<file path="src/rtl/mdc_pkg.sv">
package mdc_pkg;
  typedef enum logic [2:0] {
    ST_IDLE,
    ST_WB,
    ST_FILL,
    ST_WWR,
    ST_WRD,
    ST_RESP
  } mdc_state_e;

  localparam logic [1:0] ATTR_CB = 2'd0;
  localparam logic [1:0] ATTR_WT = 2'd1;
endpackage

</file>
<file path="src/rtl/mdc_tag_store.sv">
module mdc_tag_store #(
  parameter int LINES = 16,
  parameter int TAG_W = 24,
  parameter int IDX_W = $clog2(LINES)
) (
  input  logic             clk,
  input  logic             rst_n,
  input  logic [IDX_W-1:0] idx,
  input  logic [TAG_W-1:0] tag_in,
  input  logic             alloc,
  input  logic             inval,
  input  logic             set_dty,
  input  logic             clr_dty,
  output logic             hit,
  output logic             line_vld,
  output logic             line_dty,
  output logic [TAG_W-1:0] line_tag
);
  logic [LINES-1:0] valid_q, valid_d;
  logic [LINES-1:0] dirty_q, dirty_d;
  logic [TAG_W-1:0] tag_q [LINES];

  always_comb begin
    valid_d = valid_q;
    dirty_d = dirty_q;
    if (alloc) begin
      valid_d[idx] = 1'b1;
      dirty_d[idx] = 1'b0;
    end
    if (inval) begin
      valid_d[idx] = 1'b0;
      dirty_d[idx] = 1'b0;
    end
    if (set_dty) dirty_d[idx] = 1'b1;
    if (clr_dty) dirty_d[idx] = 1'b0;
  end

  always_ff @(posedge clk or negedge rst_n) begin
    if (!rst_n) begin
      valid_q <= '0;
      dirty_q <= '0;
    end else begin
      valid_q <= valid_d;
      dirty_q <= dirty_d;
    end
  end

  always_ff @(posedge clk) begin
    if (alloc) tag_q[idx] <= tag_in;
  end

  assign line_vld = valid_q[idx];
  assign line_dty = dirty_q[idx];
  assign line_tag = tag_q[idx];
  assign hit      = line_vld && (tag_q[idx] == tag_in);
endmodule

</file>
<file path="src/rtl/mdc_data_store.sv">
module mdc_data_store #(
  parameter int LINES  = 16,
  parameter int WORDS  = 4,
  parameter int DATA_W = 32,
  parameter int IDX_W  = $clog2(LINES),
  parameter int OFF_W  = $clog2(WORDS),
  parameter int BE_W   = DATA_W / 8
) (
  input  logic                    clk,
  input  logic [IDX_W-1:0]        idx,
  input  logic                    we,
  input  logic [OFF_W-1:0]        wsel,
  input  logic [DATA_W-1:0]       wdata,
  input  logic [BE_W-1:0]         be,
  output logic [WORDS*DATA_W-1:0] line_data
);
  logic [WORDS*DATA_W-1:0] mem_q [LINES];

  always_ff @(posedge clk) begin
    if (we) begin
      for (int b = 0; b < BE_W; b++) begin
        if (be[b]) mem_q[idx][int'(wsel)*DATA_W + b*8 +: 8] <= wdata[b*8 +: 8];
      end
    end
  end

  assign line_data = mem_q[idx];
endmodule

</file>
<file path="src/rtl/mdc_ctrl.sv">
module mdc_ctrl
  import mdc_pkg::*;
#(
  parameter int ADDR_W = 32,
  parameter int DATA_W = 32,
  parameter int WORDS  = 4,
  parameter int IDX_W  = 4,
  parameter int OFF_W  = $clog2(WORDS),
  parameter int BE_W   = DATA_W / 8,
  parameter int BOFF_W = $clog2(BE_W),
  parameter int TAG_W  = ADDR_W - IDX_W - OFF_W - BOFF_W
) (
  input  logic                    clk,
  input  logic                    rst_n,
  input  logic                    cpu_req,
  input  logic                    cpu_we,
  input  logic [1:0]              cpu_mode,
  input  logic [ADDR_W-1:0]       cpu_addr,
  input  logic [DATA_W-1:0]       cpu_wdata,
  input  logic [BE_W-1:0]         cpu_be,
  input  logic [IDX_W-1:0]        cpu_idx,
  input  logic [TAG_W-1:0]        cpu_tag,
  input  logic [OFF_W-1:0]        cpu_word,
  input  logic                    hit,
  input  logic                    line_vld,
  input  logic                    line_dty,
  input  logic [TAG_W-1:0]        line_tag,
  input  logic [WORDS*DATA_W-1:0] line_data,
  input  logic                    bus_ack,
  input  logic [DATA_W-1:0]       bus_rdata,
  output logic                    cpu_ready,
  output logic [DATA_W-1:0]       cpu_rdata,
  output logic                    bus_req,
  output logic                    bus_we,
  output logic                    bus_burst,
  output logic [ADDR_W-1:0]       bus_addr,
  output logic [DATA_W-1:0]       bus_wdata,
  output logic [BE_W-1:0]         bus_be,
  output logic                    alloc,
  output logic                    inval,
  output logic                    set_dty,
  output logic                    clr_dty,
  output logic                    dwe,
  output logic [OFF_W-1:0]        dwsel,
  output logic [DATA_W-1:0]       dwdata,
  output logic [BE_W-1:0]         dbe
);
  localparam logic [OFF_W-1:0] LAST = OFF_W'(WORDS - 1);

  mdc_state_e        state_q, state_d;
  logic [OFF_W-1:0]  beat_q, beat_d;
  logic [DATA_W-1:0] rsp_q;
  logic              rsp_en;
  logic              inhibit, thru;

  assign inhibit = cpu_mode[1];
  assign thru    = (cpu_mode == ATTR_WT);

  always_comb begin
    state_d   = state_q;
    beat_d    = beat_q;
    rsp_en    = 1'b0;
    cpu_ready = 1'b0;
    bus_req   = 1'b0;
    bus_we    = 1'b0;
    bus_burst = 1'b0;
    bus_addr  = cpu_addr;
    bus_wdata = cpu_wdata;
    bus_be    = cpu_be;
    alloc     = 1'b0;
    inval     = 1'b0;
    set_dty   = 1'b0;
    clr_dty   = 1'b0;
    dwe       = 1'b0;
    dwsel     = cpu_word;
    dwdata    = cpu_wdata;
    dbe       = cpu_be;
    case (state_q)
      ST_IDLE: begin
        if (cpu_req) begin
          beat_d = '0;
          if (inhibit) begin
            if (hit && line_dty) begin
              state_d = ST_WB;
            end else begin
              inval   = hit;
              state_d = cpu_we ? ST_WWR : ST_WRD;
            end
          end else if (thru && cpu_we) begin
            state_d = ST_WWR;
          end else if (hit) begin
            cpu_ready = 1'b1;
            if (cpu_we) begin
              dwe     = 1'b1;
              set_dty = 1'b1;
            end
          end else if (line_vld && line_dty) begin
            state_d = ST_WB;
          end else begin
            state_d = ST_FILL;
          end
        end
      end
      ST_WB: begin
        bus_req   = 1'b1;
        bus_we    = 1'b1;
        bus_burst = 1'b1;
        bus_addr  = {line_tag, cpu_idx, beat_q, {BOFF_W{1'b0}}};
        bus_wdata = line_data[int'(beat_q)*DATA_W +: DATA_W];
        bus_be    = '1;
        if (bus_ack) begin
          beat_d = beat_q + 1'b1;
          if (beat_q == LAST) begin
            clr_dty = 1'b1;
            state_d = ST_IDLE;
          end
        end
      end
      ST_FILL: begin
        bus_req   = 1'b1;
        bus_burst = 1'b1;
        bus_addr  = {cpu_tag, cpu_idx, beat_q, {BOFF_W{1'b0}}};
        if (bus_ack) begin
          dwe    = 1'b1;
          dwsel  = beat_q;
          dwdata = bus_rdata;
          dbe    = '1;
          beat_d = beat_q + 1'b1;
          if (beat_q == LAST) begin
            alloc   = 1'b1;
            state_d = ST_IDLE;
          end
        end
      end
      ST_WWR: begin
        bus_req = 1'b1;
        bus_we  = 1'b1;
        if (bus_ack) begin
          dwe     = hit;
          state_d = ST_RESP;
        end
      end
      ST_WRD: begin
        bus_req = 1'b1;
        if (bus_ack) begin
          rsp_en  = 1'b1;
          state_d = ST_RESP;
        end
      end
      ST_RESP: begin
        cpu_ready = 1'b1;
        state_d   = ST_IDLE;
      end
      default: state_d = ST_IDLE;
    endcase
  end

  assign cpu_rdata = (state_q == ST_RESP) ? rsp_q
                                          : line_data[int'(cpu_word)*DATA_W +: DATA_W];

  always_ff @(posedge clk or negedge rst_n) begin
    if (!rst_n) begin
      state_q <= ST_IDLE;
      beat_q  <= '0;
    end else begin
      state_q <= state_d;
      beat_q  <= beat_d;
    end
  end

  always_ff @(posedge clk) begin
    if (rsp_en) rsp_q <= bus_rdata;
  end
endmodule

</file>
<file path="src/rtl/mdc_top.sv">
module mdc_top #(
  parameter int ADDR_W = 32,
  parameter int DATA_W = 32,
  parameter int LINES  = 16,
  parameter int WORDS  = 4
) (
  input  logic                 clk,
  input  logic                 rst_n,
  input  logic                 cpu_req,
  input  logic                 cpu_we,
  input  logic [ADDR_W-1:0]    cpu_addr,
  input  logic [DATA_W-1:0]    cpu_wdata,
  input  logic [DATA_W/8-1:0]  cpu_be,
  input  logic [1:0]           cpu_mode,
  output logic                 cpu_ready,
  output logic [DATA_W-1:0]    cpu_rdata,
  output logic                 bus_req,
  output logic                 bus_we,
  output logic                 bus_burst,
  output logic [ADDR_W-1:0]    bus_addr,
  output logic [DATA_W-1:0]    bus_wdata,
  output logic [DATA_W/8-1:0]  bus_be,
  input  logic                 bus_ack,
  input  logic [DATA_W-1:0]    bus_rdata
);
  localparam int BE_W   = DATA_W / 8;
  localparam int BOFF_W = $clog2(BE_W);
  localparam int OFF_W  = $clog2(WORDS);
  localparam int IDX_W  = $clog2(LINES);
  localparam int TAG_W  = ADDR_W - IDX_W - OFF_W - BOFF_W;

  logic [IDX_W-1:0]        cpu_idx;
  logic [TAG_W-1:0]        cpu_tag;
  logic [OFF_W-1:0]        cpu_word;
  logic                    hit, line_vld, line_dty;
  logic [TAG_W-1:0]        line_tag;
  logic [WORDS*DATA_W-1:0] line_data;
  logic                    alloc, inval, set_dty, clr_dty;
  logic                    dwe;
  logic [OFF_W-1:0]        dwsel;
  logic [DATA_W-1:0]       dwdata;
  logic [BE_W-1:0]         dbe;

  assign cpu_word = cpu_addr[BOFF_W +: OFF_W];
  assign cpu_idx  = cpu_addr[BOFF_W+OFF_W +: IDX_W];
  assign cpu_tag  = cpu_addr[ADDR_W-1 -: TAG_W];

  mdc_tag_store #(.LINES(LINES), .TAG_W(TAG_W), .IDX_W(IDX_W)) u_tags (
    .clk(clk), .rst_n(rst_n), .idx(cpu_idx), .tag_in(cpu_tag),
    .alloc(alloc), .inval(inval), .set_dty(set_dty), .clr_dty(clr_dty),
    .hit(hit), .line_vld(line_vld), .line_dty(line_dty), .line_tag(line_tag)
  );

  mdc_data_store #(.LINES(LINES), .WORDS(WORDS), .DATA_W(DATA_W),
                   .IDX_W(IDX_W), .OFF_W(OFF_W), .BE_W(BE_W)) u_data (
    .clk(clk), .idx(cpu_idx), .we(dwe), .wsel(dwsel), .wdata(dwdata),
    .be(dbe), .line_data(line_data)
  );

  mdc_ctrl #(.ADDR_W(ADDR_W), .DATA_W(DATA_W), .WORDS(WORDS), .IDX_W(IDX_W),
             .OFF_W(OFF_W), .BE_W(BE_W), .BOFF_W(BOFF_W), .TAG_W(TAG_W)) u_ctrl (
    .clk(clk), .rst_n(rst_n), .cpu_req(cpu_req), .cpu_we(cpu_we),
    .cpu_mode(cpu_mode), .cpu_addr(cpu_addr), .cpu_wdata(cpu_wdata),
    .cpu_be(cpu_be), .cpu_idx(cpu_idx), .cpu_tag(cpu_tag), .cpu_word(cpu_word),
    .hit(hit), .line_vld(line_vld), .line_dty(line_dty), .line_tag(line_tag),
    .line_data(line_data), .bus_ack(bus_ack), .bus_rdata(bus_rdata),
    .cpu_ready(cpu_ready), .cpu_rdata(cpu_rdata), .bus_req(bus_req),
    .bus_we(bus_we), .bus_burst(bus_burst), .bus_addr(bus_addr),
    .bus_wdata(bus_wdata), .bus_be(bus_be), .alloc(alloc), .inval(inval),
    .set_dty(set_dty), .clr_dty(clr_dty), .dwe(dwe), .dwsel(dwsel),
    .dwdata(dwdata), .dbe(dbe)
  );
endmodule

</file>
<file path="config.mk">
export PLATFORM = sky130hd
export DESIGN_NAME = mdc_top
export DESIGN_NICKNAME = d
export VERILOG_FILES = /design/src/rtl/mdc_pkg.sv /design/src/rtl/mdc_tag_store.sv /design/src/rtl/mdc_data_store.sv /design/src/rtl/mdc_ctrl.sv /design/src/rtl/mdc_top.sv
export SDC_FILE = /design/constraint.sdc
export NUM_CORES = 2
export LEC_CHECK = 0
export BUFFER_PORTS_ARGS = -buffer_cell sky130_fd_sc_hd__buf_4
export CAP_MARGIN = 5
export CORE_UTILIZATION = 45
export DETAILED_ROUTE_END_ITERATION = 7
export GPL_ROUTABILITY_DRIVEN = 0
export HOLD_SLACK_MARGIN = 0.15
export PLACE_DENSITY_LB_ADDON = 0.05
export RECOVER_POWER = 25
export SYNTH_ARGS = -nofsm -noshare
export SYNTH_HDL_FRONTEND = slang
export SYNTH_SLANG_ARGS = --single-unit
</file>
<file path="constraint.sdc">
create_clock -name clk -period 9.32 [get_ports clk]
set_input_delay 0.466 -clock clk [delete_from_list [all_inputs] [get_ports clk]]
set_output_delay 0.466 -clock clk [all_outputs]
set_load 0.02 [all_outputs]
</file>
==> impl_summary.txt <==
----------------------------------------------------
[Flow run]
  Max Cap Viol ... 25

[Power and ir drop]
  Overall power consumption ... 0.0260 W
  Net load switching power ... about 0.0064 W
  Sequential fraction of design power ... between 40 and 50%
  Leak Pwr ... 39.0 nW
  Clk pwr share ... between 40% and 50%
  Part of the total power dissipated in combinational logic ... approximately 11%
  Power density relative to cell area ... between 200 and 250 mW/mm²
  Worst ir drop on vdd ... 0.000189 V
  Switching part of the total power ... between 20% and 30%
  Power Internal ... between 0.015 and 0.02 W

[Timing]
  Final Setup Violations ... 0
  Post-Route Skew ... between 0.05 and 0.06 ns
  Number of slew-limit violations in the final report ... between 600 and 700
  Part of the cycle the worst path needs ... between 80 and 90%
  Pin slew with the least headroom to its limit ... 4.05 ns
  Fin. Hold Viols ... 0
  Period minus WS final ... between 7 and 8 ns
  Remaining max-slew budget at the tightest pin ... -170%
  Achievable frequency ... 131 MHz
  Post-Route Setup TNS ... 0 ns
  RSZ-0062 raised after global routing ... no

[Critical path]
  Most repeated library cell on the critical path ... sky130_fd_sc_hd__clkbuf_1
  Data arrival time at the worst-slack endpoint ... roughly 8.2 ns
  CP max stage delay ... about 2.9 ns
  Data required time at the worst endpoint ... slightly below 10 ns
  Buffers plus inverters on the worst setup path ... 3
  Worst Setup End Kind ... flip-flop
  Startpoint Class ... flip-flop
  Max FO, Critical Path ... 36
  Cell chain of the critical path ... clkbuf_1, ha_1, nand2_1, clkbuf_1, nor2_1, clkbuf_1
  Slowest-stage cell, CP ... sky130_fd_sc_hd__clkbuf_1
  Worst Setup Path Type ... reg -> reg
  Cell type group with the largest total delay on the critical path ... buffers and inverters

[Floorplan]
  DIE AREA ... 0.227 mm²
  Core Rows ... about 170
  Die width ... ~480 µm
  Initial cell density of the core ... a little under half
  Area of the core ... about 0.22 mm²
  Die height ... about 480 µm
  Top-level port count ... ~210

[Logic synthesis]
  Main synth FF type ... sky130_fd_sc_hd__edfxtp_1
  Area share of the largest cell type after synthesis ... 73.2%
  Largest cells by area after synthesis ... sky130_fd_sc_hd__edfxtp_1, sky130_fd_sc_hd__mux4_2, sky130_fd_sc_hd__nor2_1, sky130_fd_sc_hd__nand2_1, sky130_fd_sc_hd__dfrtp_1
  Async S/R FF share, synth ... approximately 1.5%
  Synthesized instance count ... between 4000 and 5000
  Synthesized net count ... ~5000
  Largest area contributor in the netlist ... sky130_fd_sc_hd__edfxtp_1
  Warnings, synthesis ... 0
  Synth cell types ... just under 70
  Sequential element share of the synthesized area ... around three quarters
  Post-Syn Area ... around 0.10 mm²
  EDFF count, synth ... between 2000 and 2500
  Average cell area after synthesis ... a little over 20 µm²
  Flip-flop and latch count after synthesis ... about 2500

[Clock tree]
  Hold Buf Count CTS ... 66
  Clk Latency, worst-skew pair ... about 0.94 ns
  CTS tree ... built
  Clk pin slew, worst setup/hold paths ... around 0.06 ns
  H-tree levels ... 5
  Clock root buffer ... sky130_fd_sc_hd__clkbuf_16
  Clock Sink Count ... about 2500
  Number of buffers on the longest clock path ... 4
  Post-CTS Repair Setup Buffers ... 0
  Post-CTS Resized ... 0
  TritonCTS Buffers ... around 290

[Global route]
  GRT Util Overall ... around a quarter
  First-pass GRT wire length ... just over 400000 µm
  Global route overflow ... 0
  Antenna violations before repair ... 28
  Number of global-route vias before repair ... 51860
  Largest net degree at the start of global routing ... 121

[Finish]
  Most frequent cells in the layout ... sky130_fd_sc_hd__edfxtp_1, sky130_fd_sc_hd__mux4_2, sky130_fd_sc_hd__nand2_1
  Area grow syn2layout ... 14.4%
  Nets ... ~5400
  Final core utilization ... about half
  Number of inserted filler cells in the final layout ... 17656
  Final Cell Area ... ~0.12 mm²
  Most common cell after layout, fill and taps aside ... sky130_fd_sc_hd__edfxtp_1
  Fraction of final layout cells sized beyond drive strength 1 ... between 20% and 30%
  Post-route non-filler standard cell count ... about 8500

[Detailed routing]
  Final routed wire length divided by cell count ... approximately 35 µm
  Total DRC errors in the routed layout ... 0
  Initial drt markers ... 5733
  Antenna-violating nets left ... 0
  Number of vias per cell after detailed routing ... ~6.1
  Via count of the routed design ... between 50000 and 60000
  Number of search-and-repair iterations in the first detailed-routing pass ... 6
  Total detailed-routing wirelength ... ~300000 µm

[Placement]
  Post-detailed-placement half-perimeter wirelength ... ~190000 µm
  Number of input and output port buffers inserted ... 210
  Number of placed instances, taps included ... 7955
  Placed instance area ... between 0.1 and 0.15 mm²

[Status]
  Outcome ... finished, violations left
  Failing checks ... max-capacitance violations, max-slew violations

[Worst hold path]
  Type of the tightest min-delay check ... in -> reg

----------------------------------------------------
-- logic make-up after synthesis --
logic type	Yosys count	synth area share [%]
adder cells (fa/ha/maj)	6	0.0742
AO/OA/AOI/OAI	167	1.18
flip-flops	2501	74.1
XOR/XNOR	25	0.217
multiplexers	921	19.0
buffers and inverters	323	1.46
AND/OR/NAND/NOR	956	3.97
-- power by group through the flow --
| stage | Sequential (W) | Clock, W | Combinational [W] |
|---|---|---|---|
| after floorplan | 0.0127 | 0 | 0.00151 |
| after global placement | 0.0127 | 0 | 0.00288 |
| after detailed placement | 0.0127 | 0 | 0.00288 |
| after CTS | 0.0125 | 0.0108 | 0.00292 |
| after global routing | 0.0125 | 0.0112 | 0.00299 |
| final | 0.0125 | 0.0106 | 0.00287 |
-- sequential cells by signal, indices dropped and copies added, names as in the netlist --
name            count
u_ctrl.state_q      3
u_ctrl.rsp_q       32
u_tags.dirty_q     16
u_ctrl.beat_q       2
u_tags.tag_q      384
u_tags.valid_q     16
u_data.mem_q     2048
-- per-layer routing --
layer	wire (µm)	up-vias	track usage, %
li1	-	21051	-
met5	137	-	0
met1	127000	28056	38.4
met2	139000	2135	40.5
met3	22700	455	5.59
met4	8730	18	8.10
-- path summary, 6_finish.rpt --
kind / slack [ns] / from / endpoint / cells past startpoint
max: 1.67 / u_ctrl.beat_q[0] / u_tags.tag_q[13][17] / 6
min: 0.28 / cpu_mode[0] / u_ctrl.state_q[0] / 5
max reg2reg: 1.67 / u_ctrl.beat_q[0] / u_tags.tag_q[13][17] / 6
min reg2reg: 0.54 / u_tags.dirty_q[2] / u_tags.dirty_q[2] / 1
max in group asynchronous: 6.37 / rst_n / u_ctrl.beat_q[1] / 4
min in group asynchronous: 1.47 / rst_n / u_tags.dirty_q[14] / 4
-- final cells by class --
type / instances / area, µm² / area share (%)
multi-input cells: 2075 / 25000 / 21.6
clock buffers: 354 / 7630 / 6.60
well taps: 2975 / 3720 / 3.22
flip-flops and latches: 2501 / 74900 / 64.8
diodes: 5 / 12.5 / 0.0108
inverters: 19 / 71.3 / 0.0617
clock inverters: 140 / 1080 / 0.933
repair buffers: 451 / 3280 / 2.84
-- synthesized netlist by cell type, drive strengths merged (5+ instances only) --
cell type,n
o21ai,26
and2,7
a22oi,11
nand2b,13
nand3,19
buf,132
nor2b,15
a22o,8
a21oi,35
nand4,7
inv,18
nor3,34
o211ai,6
edfxtp,2464
mux4,795
a211oi,5
xnor2,21
nor2,413
nor4,7
ha,6
mux2i,82
nand2,390
a2bb2oi,37
o22ai,5
dfrtp,37
clkbuf,172
nor3b,25
mux2,44
and3,10
-- per-stage QoR --
stage / hold WS [ns] / setup WS [ns]
after CTS: 0.227 / 2.95
final: 0.283 / 1.67
after floorplan: 0.170 / 4.86
after detailed placement: 0.461 / 2.60
after global routing: 0.260 / 1.40
after global placement: 0.482 / 2.61
-- worst reg2reg max path, delay by kind of cell (launching register included) --
family,cells,cell delay [ns]
buf+inv,3,4.92
fa+ha+maj,1,0.60
simple gates,2,1.25
flops,1,0.43
Note: power is estimated with default switching activity, not from simulation.
